$ cat src/rtl/mxb_pkg.sv
// Package: shared cycle-kind encoding for the multiplexed bus generator.
// Assumes a 2-bit kind field supplied by the requester.
package mxb_pkg;
    typedef enum logic [1:0] {
        KIND_FETCH = 2'd0,
        KIND_READ  = 2'd1,
        KIND_WRITE = 2'd2,
        KIND_NONE  = 2'd3
    } bus_kind_e;
endpackage

$ cat src/rtl/mxb_sequencer.sv
// Sequencer: takes requests, counts oscillator periods within a cycle and
// raises the end-of-cycle pulse. Assumes osc_tick is a one-clock pulse.
module mxb_sequencer
    import mxb_pkg::*;
#(
    parameter int ADDR_W     = 16,
    parameter int BUS_W      = 8,
    parameter int PH_W       = 4,
    parameter int FETCH_LAST = 5,
    parameter int DATA_LAST  = 11
) (
    input  logic              clk,
    input  logic              rst_n,
    input  logic              osc_tick,
    input  logic              req_valid,
    input  logic [1:0]        req_kind,
    input  logic [ADDR_W-1:0] req_addr,
    input  logic [BUS_W-1:0]  req_wdata,
    output logic              req_ready,
    output logic              busy,
    output bus_kind_e         kind,
    output logic [PH_W-1:0]   phase,
    output logic [ADDR_W-1:0] addr,
    output logic [BUS_W-1:0]  wdata,
    output logic              done
);
    logic              busy_q;
    bus_kind_e         kind_q;
    logic [PH_W-1:0]   ph_q;
    logic [ADDR_W-1:0] addr_q;
    logic [BUS_W-1:0]  wdata_q;
    logic              done_q;
    logic [PH_W-1:0]   last_ph;
    logic              at_last;
    logic              accept;

    // Final phase of the running cycle and the take condition.
    always_comb begin
        last_ph   = (kind_q == KIND_FETCH) ? PH_W'(FETCH_LAST) : PH_W'(DATA_LAST);
        at_last   = busy_q && (ph_q == last_ph);
        req_ready = !busy_q || at_last;
        accept    = osc_tick && req_valid && req_ready
                    && (bus_kind_e'(req_kind) != KIND_NONE);
    end

    // Cycle state: take, advance on tick, finish.
    always_ff @(posedge clk) begin
        if (!rst_n) begin
            busy_q  <= 1'b0;
            kind_q  <= KIND_FETCH;
            ph_q    <= '0;
            addr_q  <= '0;
            wdata_q <= '0;
            done_q  <= 1'b0;
        end else begin
            done_q <= osc_tick && at_last;
            if (accept) begin
                busy_q  <= 1'b1;
                kind_q  <= bus_kind_e'(req_kind);
                ph_q    <= '0;
                addr_q  <= req_addr;
                wdata_q <= req_wdata;
            end else if (osc_tick && at_last) begin
                busy_q <= 1'b0;
                ph_q   <= '0;
            end else if (osc_tick && busy_q) begin
                ph_q <= ph_q + 1'b1;
            end
        end
    end

    assign busy  = busy_q;
    assign kind  = kind_q;
    assign phase = ph_q;
    assign addr  = addr_q;
    assign wdata = wdata_q;
    assign done  = done_q;


    phase_hold_chk: assert property (@(posedge clk) disable iff (!rst_n)
        (busy_q && !osc_tick) |=> $stable(ph_q));

    start_on_tick_chk: assert property (@(posedge clk) disable iff (!rst_n)
        (!busy_q && !osc_tick) |=> !busy_q);

    done_pulse_chk: assert property (@(posedge clk) disable iff (!rst_n)
        done_q |=> !done_q);
endmodule

$ cat src/rtl/mxb_strobe_decode.sv
// Strobe decode: turns cycle kind and phase into the latch, fetch, read and
// write strobes. Assumes phase and kind come straight from registers.
module mxb_strobe_decode
    import mxb_pkg::*;
#(
    parameter int PH_W     = 4,
    parameter int ALE_PER  = 2,
    parameter int F_LO     = 3,
    parameter int F_HI     = 5,
    parameter int D_LO     = 5,
    parameter int D_HI     = 10
) (
    input  logic            clk,
    input  logic            rst_n,
    input  logic            busy,
    input  bus_kind_e       kind,
    input  logic [PH_W-1:0] phase,
    output logic            ale,
    output logic            psen_n,
    output logic            rd_n,
    output logic            wr_n
);
    logic in_fetch_win;
    logic in_data_win;

    // Phase windows for each strobe.
    always_comb begin
        in_fetch_win = (phase >= PH_W'(F_LO)) && (phase <= PH_W'(F_HI));
        in_data_win  = (phase >= PH_W'(D_LO)) && (phase <= PH_W'(D_HI));
        ale    = busy && (phase < PH_W'(ALE_PER));
        psen_n = !(busy && (kind == KIND_FETCH) && in_fetch_win);
        rd_n   = !(busy && (kind == KIND_READ)  && in_data_win);
        wr_n   = !(busy && (kind == KIND_WRITE) && in_data_win);
    end


    strobe_excl_chk: assert property (@(posedge clk) disable iff (!rst_n)
        $countones({~psen_n, ~rd_n, ~wr_n}) <= 1);

    ale_vs_strobe_chk: assert property (@(posedge clk) disable iff (!rst_n)
        ale |-> (psen_n && rd_n && wr_n));
endmodule

$ cat src/rtl/mxb_port_mux.sv
// Port mux: drives the shared port with the low address or the write byte
// and captures fetched or read bytes. Assumes ad_in is steady at the tick.
module mxb_port_mux
    import mxb_pkg::*;
#(
    parameter int BUS_W    = 8,
    parameter int PH_W     = 4,
    parameter int ADDR_ON  = 1,
    parameter int ADDR_OFF = 2,
    parameter int W_ON     = 4,
    parameter int W_OFF    = 11,
    parameter int F_SAMPLE = 5,
    parameter int D_SAMPLE = 10
) (
    input  logic             clk,
    input  logic             rst_n,
    input  logic             osc_tick,
    input  logic             busy,
    input  bus_kind_e        kind,
    input  logic [PH_W-1:0]  phase,
    input  logic [BUS_W-1:0] addr_lo,
    input  logic [BUS_W-1:0] wdata,
    input  logic [BUS_W-1:0] ad_in,
    output logic [BUS_W-1:0] ad_out,
    output logic             ad_oe,
    output logic [BUS_W-1:0] rdata
);
    logic addr_win;
    logic wr_win;
    logic sample;

    // Select what the shared port carries this period.
    always_comb begin
        addr_win = busy && (phase >= PH_W'(ADDR_ON)) && (phase <= PH_W'(ADDR_OFF));
        wr_win   = busy && (kind == KIND_WRITE)
                   && (phase >= PH_W'(W_ON)) && (phase <= PH_W'(W_OFF));
        ad_oe    = addr_win || wr_win;
        ad_out   = addr_win ? addr_lo : (wr_win ? wdata : '0);
        sample   = osc_tick && busy
                   && (((kind == KIND_FETCH) && (phase == PH_W'(F_SAMPLE)))
                    || ((kind == KIND_READ)  && (phase == PH_W'(D_SAMPLE))));
    end

    // Capture the incoming byte at the end of the strobe-low window.
    always_ff @(posedge clk) begin
        if (!rst_n) rdata <= '0;
        else if (sample) rdata <= ad_in;
    end


    quiet_port_chk: assert property (@(posedge clk) disable iff (!rst_n)
        !ad_oe |-> (ad_out == '0));
endmodule

$ cat src/rtl/mxb_bus_gen.sv
// Top: multiplexed external bus cycle generator. Ties sequencer, strobe
// decode and port mux together; derives every phase position from the
// period counts. Assumes WD_HOLD <= ALE_TAIL and ADDR_HOLD <= FETCH_GAP.
module mxb_bus_gen
    import mxb_pkg::*;
#(
    parameter int ADDR_W    = 16,
    parameter int BUS_W     = 8,
    parameter int ALE_PER   = 2,
    parameter int ADDR_LEAD = 1,
    parameter int ADDR_HOLD = 1,
    parameter int FETCH_GAP = 1,
    parameter int FSTB_W    = 3,
    parameter int DATA_GAP  = 3,
    parameter int DSTB_W    = 6,
    parameter int WD_LEAD   = 1,
    parameter int WD_HOLD   = 1,
    parameter int ALE_TAIL  = 1
) (
    input  logic              clk,
    input  logic              rst_n,
    input  logic              osc_tick,
    input  logic              req_valid,
    input  logic [1:0]        req_kind,
    input  logic [ADDR_W-1:0] req_addr,
    input  logic [BUS_W-1:0]  req_wdata,
    output logic              req_ready,
    output logic              done,
    output logic [BUS_W-1:0]  rdata,
    output logic              ale,
    output logic              psen_n,
    output logic              rd_n,
    output logic              wr_n,
    output logic [BUS_W-1:0]  ad_out,
    output logic              ad_oe,
    input  logic [BUS_W-1:0]  ad_in,
    output logic [ADDR_W-BUS_W-1:0] a_hi
);
    localparam int ADDR_ON    = ALE_PER - ADDR_LEAD;
    localparam int ADDR_OFF   = ALE_PER + ADDR_HOLD - 1;
    localparam int F_LO       = ALE_PER + FETCH_GAP;
    localparam int F_HI       = F_LO + FSTB_W - 1;
    localparam int FETCH_LAST = F_HI;
    localparam int D_LO       = ALE_PER + DATA_GAP;
    localparam int D_HI       = D_LO + DSTB_W - 1;
    localparam int DATA_LAST  = D_HI + ALE_TAIL;
    localparam int W_ON       = D_LO - WD_LEAD;
    localparam int W_OFF      = D_HI + WD_HOLD;
    localparam int PH_W       = $clog2(DATA_LAST + 1);

    logic              busy;
    bus_kind_e         kind;
    logic [PH_W-1:0]   phase;
    logic [ADDR_W-1:0] addr;
    logic [BUS_W-1:0]  wdata;

    mxb_sequencer #(
        .ADDR_W(ADDR_W), .BUS_W(BUS_W), .PH_W(PH_W),
        .FETCH_LAST(FETCH_LAST), .DATA_LAST(DATA_LAST)
    ) u_seq (
        .clk(clk), .rst_n(rst_n), .osc_tick(osc_tick),
        .req_valid(req_valid), .req_kind(req_kind), .req_addr(req_addr),
        .req_wdata(req_wdata), .req_ready(req_ready), .busy(busy),
        .kind(kind), .phase(phase), .addr(addr), .wdata(wdata), .done(done)
    );

    mxb_strobe_decode #(
        .PH_W(PH_W), .ALE_PER(ALE_PER), .F_LO(F_LO), .F_HI(F_HI),
        .D_LO(D_LO), .D_HI(D_HI)
    ) u_dec (
        .clk(clk), .rst_n(rst_n), .busy(busy), .kind(kind), .phase(phase),
        .ale(ale), .psen_n(psen_n), .rd_n(rd_n), .wr_n(wr_n)
    );

    mxb_port_mux #(
        .BUS_W(BUS_W), .PH_W(PH_W), .ADDR_ON(ADDR_ON), .ADDR_OFF(ADDR_OFF),
        .W_ON(W_ON), .W_OFF(W_OFF), .F_SAMPLE(F_HI), .D_SAMPLE(D_HI)
    ) u_port (
        .clk(clk), .rst_n(rst_n), .osc_tick(osc_tick), .busy(busy),
        .kind(kind), .phase(phase), .addr_lo(addr[BUS_W-1:0]),
        .wdata(wdata), .ad_in(ad_in), .ad_out(ad_out), .ad_oe(ad_oe),
        .rdata(rdata)
    );

    assign a_hi = addr[ADDR_W-1:BUS_W];


    no_clash_chk: assert property (@(posedge clk) disable iff (!rst_n)
        !rd_n |-> !ad_oe);

    wdata_setup_chk: assert property (@(posedge clk) disable iff (!rst_n)
        $fell(wr_n) |-> ad_oe);
endmodule

$ cat config.mk
export PLATFORM = sky130hd
export DESIGN_NAME = mxb_bus_gen
export DESIGN_NICKNAME = d
export VERILOG_FILES = /design/src/rtl/mxb_pkg.sv /design/src/rtl/mxb_sequencer.sv /design/src/rtl/mxb_strobe_decode.sv /design/src/rtl/mxb_port_mux.sv /design/src/rtl/mxb_bus_gen.sv
export SDC_FILE = /design/constraint.sdc
export NUM_CORES = 1
export LEC_CHECK = 0
export CAP_MARGIN = 20
export CORE_ASPECT_RATIO = 1.25
export CORE_MARGIN = 2
export CORE_UTILIZATION = 49
export DETAILED_ROUTE_END_ITERATION = 12
export PLACE_DENSITY = 0.89
export SETUP_SLACK_MARGIN = 0.5
export SLEW_MARGIN = 30
export SYNTH_ARGS = -nofsm -noshare
export SYNTH_HDL_FRONTEND = slang
export SYNTH_SLANG_ARGS = --single-unit
$ cat constraint.sdc
create_clock -name clk -period 5.9 [get_ports clk]
set_clock_uncertainty 0.05 [all_clocks]
set_input_delay 1.77 -clock clk [delete_from_list [all_inputs] [get_ports clk]]
set_output_delay 1.77 -clock clk [all_outputs]
set_load 0.05 [all_outputs]
==> out/metrics.cfg, run 1 <==
[drt]
routed_via_density=5.43
top_layer=met4
vias=1845
drt-initial-drc-count=97
wl_met1_um=2040
drt_drc_violations_left=0
wl_met2_um=2410
post_drt_wl_per_cell_um=14.0
wirelength_um=4750
wl_met3_um=249
detail_route.first_pass.iterations=4
antenna_left=0

[grt]
grt_pass1_vias=1726
grt_usage=0.215
overflow=0
grt_pass1_wl_um=7820
grt_max_degree=47
antenna_found_initial=0

[clock_network]
clock_path_buffers=2
cts_hold_buf=0
root_buffer=clkbuf_8
cts.clk_slew.worst_paths_ps=80
post_cts_buffers=0
cts.sinks=40
insertion_delay_ps=290
cts_tree=done
ctsHtreeMaxLevel=2
cts_buffers=5
postCtsResizedCells=0

[logic_synthesis]
async_flop_share=0
synth_top_area_cell=dfxtp_1
yosys.area.top_type_share=0.393
yosysSeqAreaShare=0.393
synth.distinct_cells=37
yosys-top-cells-area=dfxtp_1, o21ai_0, a21boi_1, nand3_1, mux2i_1
yosys_warnings=0
syn_area_mm2=0.00204
synth_ff_type=dfxtp_1
synth_area_per_cell_um2=8.66
synth_edf_count=0
synthesis.nets=276
synth_cells=235
ys_ff_latch=40

[setup_path]
crit_family=buffers and inverters
critPathMaxFanout=29
crit_cells=4
cp.required_ps=4080
r2r_cells=4
slowest_stage=clkdlybuf4s50_1
worstPathCellList=or3b_1 > o221a_2 > inv_8 > clkdlybuf4s50_1
cp.arrival_ps=2800
critical_path_class=reg -> out
worstSetupStartpointType=flip-flop
cp-end-kind=primary output
cp_num_buf_inv=2
max_stage_delay_ps=830

[timing]
rsz0062_at_grt=false
fmax_mhz=216
layout_min_cycle_time_ps=4620
hold_violations=0
fin_crit_sh=0.783
tightest_slew_ps=959
whs_ps=411
tns_ps=0
finalSetupViolCount=0
max-slew-margin-rel=0.361
maxSlewViolCount=0

[finish]
final_cell_mix=clkdlybuf4s50_1, dfxtp_1, o21ai_0, nand3_1, nand2_1
n_antenna_cell=0
areaGrowthSynthToFinish_pct=33.1
drive_gt1_frac=0.0493
mostFrequentLayoutCell=clkdlybuf4s50_1
nets=324
fillers=345

[floorplanning]
core_mm2=0.00403
die_area_mm2=0.00469
io_pins=69
die_y_um=76.1
die_x_um=61.7
core.rowCount=26
start_util=0.505

[pwr]
vdd_drop_max_uv=208
p_switching_mw=0.152
seqPwrFrac=0.475
p_int_mw=0.446
share_comb_of_total_power=0.142
power-per-cell-area_mw_per_mm2=221
p_sw_frac=0.254
power_leakage_nw=0.944
clock_power_share=0.382

[min_path]
min_delay_path_depth=2
hp-class=reg -> reg

[placement]
place_congestion=0.881
hpwl_um=3230
port-buffer-count=68

[run]
max_cap_violations=0

[outcome]
status=completed

## stage by stage
| step | power (mW) | setup WS [ps] | cell area, um2 | util | instances |
|---|---|---|---|---|---|
| after floorplan | 0.344 | 2030 | 2040 | - | 235 |
| after global placement | 0.373 | 1650 | 2590 | 0.642 | 332 |
| after detailed placement | 0.375 | 1610 | 2590 | 0.642 | 332 |
| after CTS | 0.600 | 1290 | 2700 | 0.670 | 340 |
| after global routing | 0.623 | 1150 | 2710 | 0.672 | 340 |
| final | 0.598 | 1280 | 2710 | 0.672 | 340 |
## kinds of logic after synthesis
kind of cell | count (synthesis) | share of synthesized area
adders and majority gates | 3 | 0.0184
buffers and inverters | 32 | 0.114
xor gates and xnor gates | 4 | 0.0172
and+or+nand+nor | 74 | 0.175
AOI/OAI and AO/OA | 73 | 0.238
DFF | 40 | 0.393
muxes | 9 | 0.0443
## flip-flops by register name, summed over array words and instances, names as in the netlist
signal and flops:
u_seq.addr 16, u_port.rdata 8, u_seq.busy 1, u_seq.wdata 8, u_seq.phase 4, u_seq.kind 2
u_seq.done 1
## cell type report
class                      instances  area [um2]  share of cell area
clock inverter                     3        46.3              0.0171
multi-input combinational        163        1010               0.372
inverter                           3        18.8             0.00693
timing repair buffer              70         696               0.257
clock buffer                       5        68.8              0.0254
tap                               56        70.1              0.0259
sequential                        40         801               0.296
## routing by layer
metal,GRT usage,vias to the layer above
met5,0,-
met4,0.0596,0
met3,0.0645,5
met2,0.349,58
met1,0.268,865
li1,-,917
## worst paths after layout
check | startpoint | to | slack [ps]
worst max-delay path | u_seq.phase[2] | req_ready | 1280
worst min-delay path | u_port.rdata[5] | u_port.rdata[5] | 410
worst max register to register | u_seq.phase[2] | u_seq.phase[1] | 3760
worst min register to register | u_port.rdata[5] | u_port.rdata[5] | 410
## cell usage after synthesis (2+ instances only)
| library cell | count |
|---|---|
| dfxtp_1 | 40 |
| o21ai_0 | 30 |
| nand3_1 | 28 |
| nand2_1 | 23 |
| a21boi_1 | 19 |
| buf_4 | 10 |
| clkbuf_1 | 10 |
| mux2i_1 | 9 |
| a22o_1 | 8 |
| nor2_1 | 8 |
| a21boi_0 | 7 |
| buf_6 | 4 |
| and3_1 | 3 |
| buf_2 | 3 |
| ha_1 | 3 |
| nor2b_1 | 3 |
| xor2_1 | 3 |
| a31oi_1 | 2 |
| buf_12 | 2 |
| inv_1 | 2 |
| or3b_1 | 2 |
## power groups by stage
stage / clock network, mW / registers [mW] / logic [mW]
floorplan: 0 / 0.288 / 0.0565
global placement: 0 / 0.290 / 0.0830
detailed placement: 0 / 0.290 / 0.0845
CTS: 0.231 / 0.284 / 0.0850
global route: 0.245 / 0.285 / 0.0922
finish: 0.229 / 0.284 / 0.0849
## worst reg2reg max path: cells and delay by family, from the launching register on
kind	cells	cell delay, ps
DFF	1	540
AOI/OAI and AO/OA	2	930
and+or+nand+nor	2	500
Power figures use the tool's default switching activity.
==> inputs of run 2 (changes only) <==
CORE_UTILIZATION = 41   (was 49)
PLACE_DENSITY = 0.8   (was 0.89)
clock period = 3.8 ns   (was 5.9 ns; I/O delays follow)
==> run 2 against run 1 <==
- flip-flop and latch count unchanged
- largest cell class unchanged
- highest routed layer unchanged
- critical path depth unchanged
- utilization decreased by 7.8 points
- non-clock buffer count increased by 3
- first-iteration DRC count increased by 6.2%
- sequential share of layout area decreased by 1.1 points
- largest power group unchanged
- die area increased by 18%
==> out/metrics.cfg, run 2 (synthesized netlist as in run 1, its figures left out) <==
[run]
max_cap_violations=0  ; unchanged

[timing]
tns_ps=0  ; unchanged
layout_min_cycle_time_ps=3180
tightest_slew_ps=506  ; -452 ps
timing.final.ws_setup_ps=621  ; -656 ps
hold_violations=0  ; unchanged
fin_crit_sh=0.836
max-slew-margin-rel=0.661  ; +0.300
maxSlewViolCount=0  ; unchanged
rsz0062_at_grt=false
fmax_mhz=315
finalSetupViolCount=0  ; unchanged
whs_ps=410  ; -0.557 ps

[setup_path]
r2r_end=u_seq.phase[2]
rrSetupSlack_ps=1880  ; -1880 ps
r2r-start=u_seq.phase[2]
r2r_cells=4  ; unchanged
worstPathCellList=or3b_1 > o221a_4 > inv_8 > buf_4
worstSetupStartpointType=flip-flop
critical_path_class=reg -> out
max_stage_delay_ps=440  ; -390 ps
slowest_stage=dfxtp_2
cp.arrival_ps=1990  ; -810 ps
critPathMaxFanout=29  ; unchanged
cp.required_ps=2610  ; -1470 ps
cp-end-kind=primary output

[floorplanning]
start_util=0.427  ; -0.0774
io_pins=69  ; unchanged
core_mm2=0.00476  ; +18%
die_y_um=82.8  ; +8.8%
die_x_um=67.0  ; +8.7%
core.rowCount=28  ; +7.7%
die_area_mm2=0.00555  ; +18%

[clock_network]
root_buffer=clkbuf_8
ctsHtreeMaxLevel=2  ; unchanged
cts.sinks=40  ; unchanged
cts.clk_slew.worst_paths_ps=80  ; about the same
clock_path_buffers=2  ; unchanged
cts_buffers=5  ; unchanged
cts_hold_buf=0  ; unchanged
insertion_delay_ps=290  ; about the same
post_cts_buffers=0  ; unchanged
cts_tree=done

[drt]
drt_drc_violations_left=0  ; unchanged
antenna_left=0  ; unchanged
routed_via_density=5.39  ; -0.58%
post_drt_wl_per_cell_um=13.5  ; -3.2%
wirelength_um=4690  ; -1.2%
drt-initial-drc-count=103  ; +6.2%
vias=1872  ; +1.5%
detail_route.first_pass.iterations=4  ; unchanged

[grt]
grt_usage=0.177  ; -0.0379
grt_pass1_wl_um=7600  ; -2.9%
antenna_found_initial=0  ; unchanged
grt_max_degree=47  ; unchanged
grt_pass1_vias=1762  ; +2.1%
overflow=0  ; unchanged

[pwr]
seqPwrFrac=0.470  ; -0.005
power-per-cell-area_mw_per_mm2=332  ; +51%
share_comb_of_total_power=0.143  ; about the same
power_leakage_nw=1.01  ; +6.7%
clock_power_share=0.387  ; +0.005
vdd_drop_max_uv=199  ; -4.3%
p_int_mw=0.712  ; +60%
p_sw_frac=0.242  ; -0.0120
p_switching_mw=0.227  ; +50%

[outcome]
status=completed

[min_path]
min_to=u_port.rdata[6]
min_delay_path_depth=2  ; unchanged
min-delay-start=u_port.rdata[6]
hp-class=reg -> reg

[finish]
largest_reg_flops=16  ; unchanged
drive_gt1_frac=0.108  ; +0.0587
mostFrequentLayoutCell=clkdlybuf4s50_1
nets=327  ; +0.93%
n_antenna_cell=0  ; unchanged
final_cell_mix=clkdlybuf4s50_1, dfxtp_1, o21ai_0, nand3_1, nand2_1
areaGrowthSynthToFinish_pct=38.8

[placement]
port-buffer-count=68  ; unchanged
place_ws_ps=595  ; -1010 ps
hpwl_um=3300  ; +2.4%
place_congestion=0.839  ; -4.7%

[run 2: cell count changes in the layout (fill, tap and decap cells not counted), sizes merged]
| cell | previous run | this run |
|---|---|---|
| clkdlybuf4s50 | 68 | 55 |
| inv | 4 | 3 |
| clkinv | 0 | 1 |
| dlygate4sd2 | 0 | 1 |
| buf | 2 | 15 |
| clkinvlp | 1 | 0 |
| clkbuf | 5 | 8 |
[run 2: power groups by stage]
stage / combinational (mW) / sequential, mW / clock, mW
global placement: 0.132 / 0.450 / 0
global route: 0.146 / 0.443 / 0.389
finish: 0.134 / 0.441 / 0.364
detailed placement: 0.133 / 0.451 / 0
floorplan: 0.0877 / 0.447 / 0
CTS: 0.134 / 0.441 / 0.371
[run 2: worst max path at each step]
stage | slack [ps] | to | from | cells past startpoint
3_3_place_gp | 680 | rd_n | u_seq.phase[0] | 6
4_1_cts | 530 | req_ready | u_seq.phase[2] | 4
2_1_floorplan | 560 | ad_out[0] | u_seq.phase[1] | 6
5_1_grt | 520 | req_ready | u_seq.phase[2] | 4
6_report | 620 | req_ready | u_seq.phase[2] | 4
3_5_place_dp | 600 | rd_n | u_seq.phase[0] | 6
[run 2: area by class of cell]
type / count / area, um2
flip-flops and latches: 40 / 805
clock inverters: 2 / 38.8
repair buffers: 73 / 795
well taps: 60 / 75.1
multi-input cells: 163 / 1010
inverters: 3 / 18.8
fillers: 439 / 1940
clock buffers: 6 / 82.6
[run 2: critical path: cells and delay by family, from the launching register on]
kind,cells,cell delay [ps]
compound gates,1,420
simple gates,1,410
flops,1,440
buf+inv,2,420
[run 2: metrics by stage]
stage	cell area [um2]	power [mW]	utilization	std cells
floorplan	2040	0.534	-	235
global placement	2700	0.582	0.567	339
detailed placement	2700	0.584	0.567	339
CTS	2820	0.946	0.593	347
global route	2830	0.977	0.593	347
finish	2830	0.939	0.593	347
[run 2: what timing repair did]
| action | in CTS | in global routing |
|---|---|---|
| pin swaps | 0 | 0 |
| setup endpoints to repair | 4 | 12 |
| gates resized for setup | 5 | 6 |
[run 2: metal layers]
layer | track usage | wire length (um)
met1 | 0.212 | 2030
met4 | 0.0755 | 81
met3 | 0.0337 | 204
met5 | 0 | 0
met2 | 0.307 | 2380
